File: config.mk
export PLATFORM = sky130hd
export DESIGN_NAME = i2c_arb_monitor
export DESIGN_NICKNAME = d
export VERILOG_FILES = /design/src/rtl/i2c_arb_monitor.sv
export SDC_FILE = /design/constraint.sdc
export NUM_CORES = 1
export LEC_CHECK = 0
export ABC_CLOCK_PERIOD_IN_PS = 1400
export BUFFER_PORTS_ARGS = -buffer_cell sky130_fd_sc_hd__buf_2
export CORE_AREA = 2 2 39 41
export CTS_CLUSTER_DIAMETER = 50
export DETAILED_ROUTE_END_ITERATION = 12
export DIE_AREA = 0 0 41 43
export GPL_ROUTABILITY_DRIVEN = 0
export PLACE_DENSITY = 0.34
export SYNTH_ARGS = -nofsm -noshare
export SYNTH_HDL_FRONTEND = slang
export SYNTH_SLANG_ARGS = --single-unit
File: constraint.sdc
create_clock -name clk -period 1.4 [get_ports clk]
set_input_delay 0.14 -clock clk [delete_from_list [all_inputs] [get_ports clk]]
set_output_delay 0.14 -clock clk [all_outputs]
set_load 0.01 [all_outputs]
File: src/rtl/i2c_arb_monitor.sv
module i2c_arb_monitor (
  input  logic clk,
  input  logic rst_n,
  input  logic scl_in,
  input  logic sda_in,
  input  logic mst_sda_out,
  input  logic mst_sda_oe,
  input  logic start_req,
  output logic start_grant,
  output logic sda_oe_o,
  output logic bus_busy,
  output logic arb_lost,
  output logic force_release
);

  logic scl_q, sda_q;
  logic start_det, stop_det, scl_rise, lose_now;

  assign start_det = scl_q & scl_in & sda_q & ~sda_in;
  assign stop_det  = scl_q & scl_in & ~sda_q & sda_in;
  assign scl_rise  = ~scl_q & scl_in;
  assign lose_now  = scl_rise & bus_busy & ~force_release
                   & mst_sda_oe & mst_sda_out & ~sda_in;

  assign start_grant = start_req & ~bus_busy & ~force_release;
  assign sda_oe_o    = mst_sda_oe & ~force_release;

  always_ff @(posedge clk or negedge rst_n) begin
    if (!rst_n) begin
      scl_q <= 1'b1;
      sda_q <= 1'b1;
    end else begin
      scl_q <= scl_in;
      sda_q <= sda_in;
    end
  end

  always_ff @(posedge clk or negedge rst_n) begin
    if (!rst_n)         bus_busy <= 1'b0;
    else if (stop_det)  bus_busy <= 1'b0;
    else if (start_det) bus_busy <= 1'b1;
  end

  always_ff @(posedge clk or negedge rst_n) begin
    if (!rst_n) begin
      arb_lost      <= 1'b0;
      force_release <= 1'b0;
    end else begin
      arb_lost <= lose_now;
      if (stop_det)      force_release <= 1'b0;
      else if (lose_now) force_release <= 1'b1;
    end
  end

  AST_BUSY_SET: assert property (@(posedge clk) disable iff (!rst_n)
    start_det |=> bus_busy);
  AST_BUSY_CLR: assert property (@(posedge clk) disable iff (!rst_n)
    stop_det |=> !bus_busy);
  AST_LOST_PULSE: assert property (@(posedge clk) disable iff (!rst_n)
    arb_lost |=> !arb_lost);
  AST_LOST_BUSY: assert property (@(posedge clk) disable iff (!rst_n)
    arb_lost |-> $past(bus_busy));
  AST_RELEASE_FALL: assert property (@(posedge clk) disable iff (!rst_n)
    $fell(force_release) |-> !bus_busy);
  AST_RELEASE_IDLE: assert property (@(posedge clk) disable iff (!rst_n)
    !bus_busy |-> !force_release);
  AST_NO_RELOSS: assert property (@(posedge clk) disable iff (!rst_n)
    $past(force_release) |-> !arb_lost);

endmodule

==> impl_metrics.ini <==
[timing]
fin_setup_tns_ns = 0
finalHoldViolCount = 0
hold_ws_ns = 0.0392
finalCritPeriodShare = 0.828
fmax_mhz = 863
rsz0062_at_grt = false
finalMaxSlewViolations = 0
worst_slew_pin_slew_ns = 0.167
fin_crit_ns = 1.16
skew_ns = 0.00224
setup_viol = 0
setup_slack_ns = 0.241
relSlewSlack = 0.888

[final_layout]
seqCellArea_sq_um = 128
drive_above_1_share = 0.606
most-common-layout-cells = buf_2, dfrtp_1, clkbuf_4
syn_to_final_growth_pct = 52.4
fill_cells = 156
diodes = 0
layout_commonest_cell = buf_2
multi_input_area_sq_um = 85.1
fin_cells = 49
finish.net_count = 41

[route]
met2_length_microns = 187
top_layer_used = met3
wl_per_cell_microns = 8.92
drc_errors = 0
vias = 192
ant_nets = 0
wl_met3_microns = 63
dr.first_iter.drc_count = 0
drt-pass1-iter-count = 1
routed_wl_microns = 437
wl_met1_microns = 186
viasPerCell = 3.92

[yosys]
netlist_area_sq_um = 213
synth_cell_type_count = 12
synth-seq-area-share = 0.600
yosys_warnings = 0
syn_area_per_cell_sq_um = 12.5
syn_nets = 24
ys_ff_latch = 5
syn_inst = 17

[setup_path]
crit_path_end_kind = output port
worstPathRequired_ns = 1.26
crit_type = reg2out
arrival_ns = 1.02
cpMaxStageDelayCell = dfrtp_1
path_delay_family = flip-flops
worst-path-max-fanout = 5
path_buf_inv = 1
cp_slowest_stage_delay_ns = 0.42
startpoint_type = flip-flop
path_cells = nor3b_1 > buf_2

[clocking]
cts_buffer_depth = 2
numCtsBuffers = 3
cts_setup_buffers = 0
ctsResizeCount = 0
cts_tree = done
clk_pin_slew_ns = 0.04
htreeDepth = 1
cts_root_buffer = clkbuf_4
worst_skew_pair.late_latency_ns = 0.24
clock_sinks = 5
hold_buffers = 1

[global_routing]
grt_pass1_wl_microns = 696
grt_max_degree = 6
gr-usage-all-layers = 0.0667
grt_pass1_vias = 178
antenna_found_initial = 0
grt-ovfl-total = 0

[die]
core_sq_um = 1380
die_area_sq_um = 1760
boundaryPins = 12
num_rows = 14
die_w_microns = 41
start_util = 0.154
die_h_microns = 43

[placement]
io_buffer_count = 11
dpl.cell_count = 44
post-place-ws_ns = 0.486

[outcome]
status = complete, no violations

[hold_path]
hold_class = in2reg

[power]
p_leak_nw = 0.156
power_density_nw_per_um2 = 1140
ir_drop_mv = 0.422

[flow_run]
cap_violations = 0
-- cells by family after synthesis --
logic type,Yosys count,synth area share
and+or+nand+nor,9,0.306
DFF,5,0.600
AOI/OAI and AO/OA,3,0.0941
-- cell usage after synthesis --
master,number,area (sq um)
a21oi_1,1,5.00
a31oi_1,1,6.26
dfrtp_1,3,75.1
dfstp_2,2,52.6
nand2_1,2,7.51
nand3b_1,1,7.51
nand4_2,1,12.5
nand4b_1,1,8.76
nor2_1,1,3.75
nor2b_2,2,17.5
nor3b_1,1,7.51
o21ai_2,1,8.76
-- power by group --
group	internal (mW)	switching, mW
Combinational	0.0229	0.0224
Clock	0.107	0.0542
Sequential	0.155	0.00828
-- layer usage --
metal / global-route usage / vias to the layer above
li1: - / 93
met1: 0.0822 / 90
met2: 0.0625 / 9
met3: 0.0471 / 0
met4: 0.0800 / 0
met5: 0 / -
-- sequential cells by signal (all words and copies together) (netlist names) --
| register | count |
|---|---|
| arb_lost | 1 |
| scl_q | 1 |
| force_release | 1 |
| bus_busy | 1 |
| sda_q | 1 |
-- cell type report --
class	count	share of cell area
clock buffers	4	0.0811
repair buffers	12	0.201
well taps	16	0.0618
flip-flops and latches	5	0.394
multi-input cells	12	0.263
-- final timing paths --
kind                           from            end  slack (ns)  depth (start not counted)
min in group asynchronous     rst_n  force_release        0.25                          2
setup reg to reg              sda_q       bus_busy        0.49                          3
hold reg to reg               scl_q       arb_lost        0.52                          1
max in group asynchronous     rst_n          sda_q        0.94                          2
hold / removal               scl_in          scl_q        0.04                          1
setup / recovery           bus_busy    start_grant        0.24                          2
-- metrics by stage --
stage          total power, mW  utilization  instance area (sq um)
6_report                 0.370        0.234                    324
5_1_grt                  0.400        0.234                    324
4_1_cts                  0.381        0.234                    324
3_5_place_dp             0.209        0.208                    288
3_3_place_gp             0.209        0.208                    288
2_1_floorplan            0.184            -                    213
No activity file was read; power rests on OpenSTA's default activity.
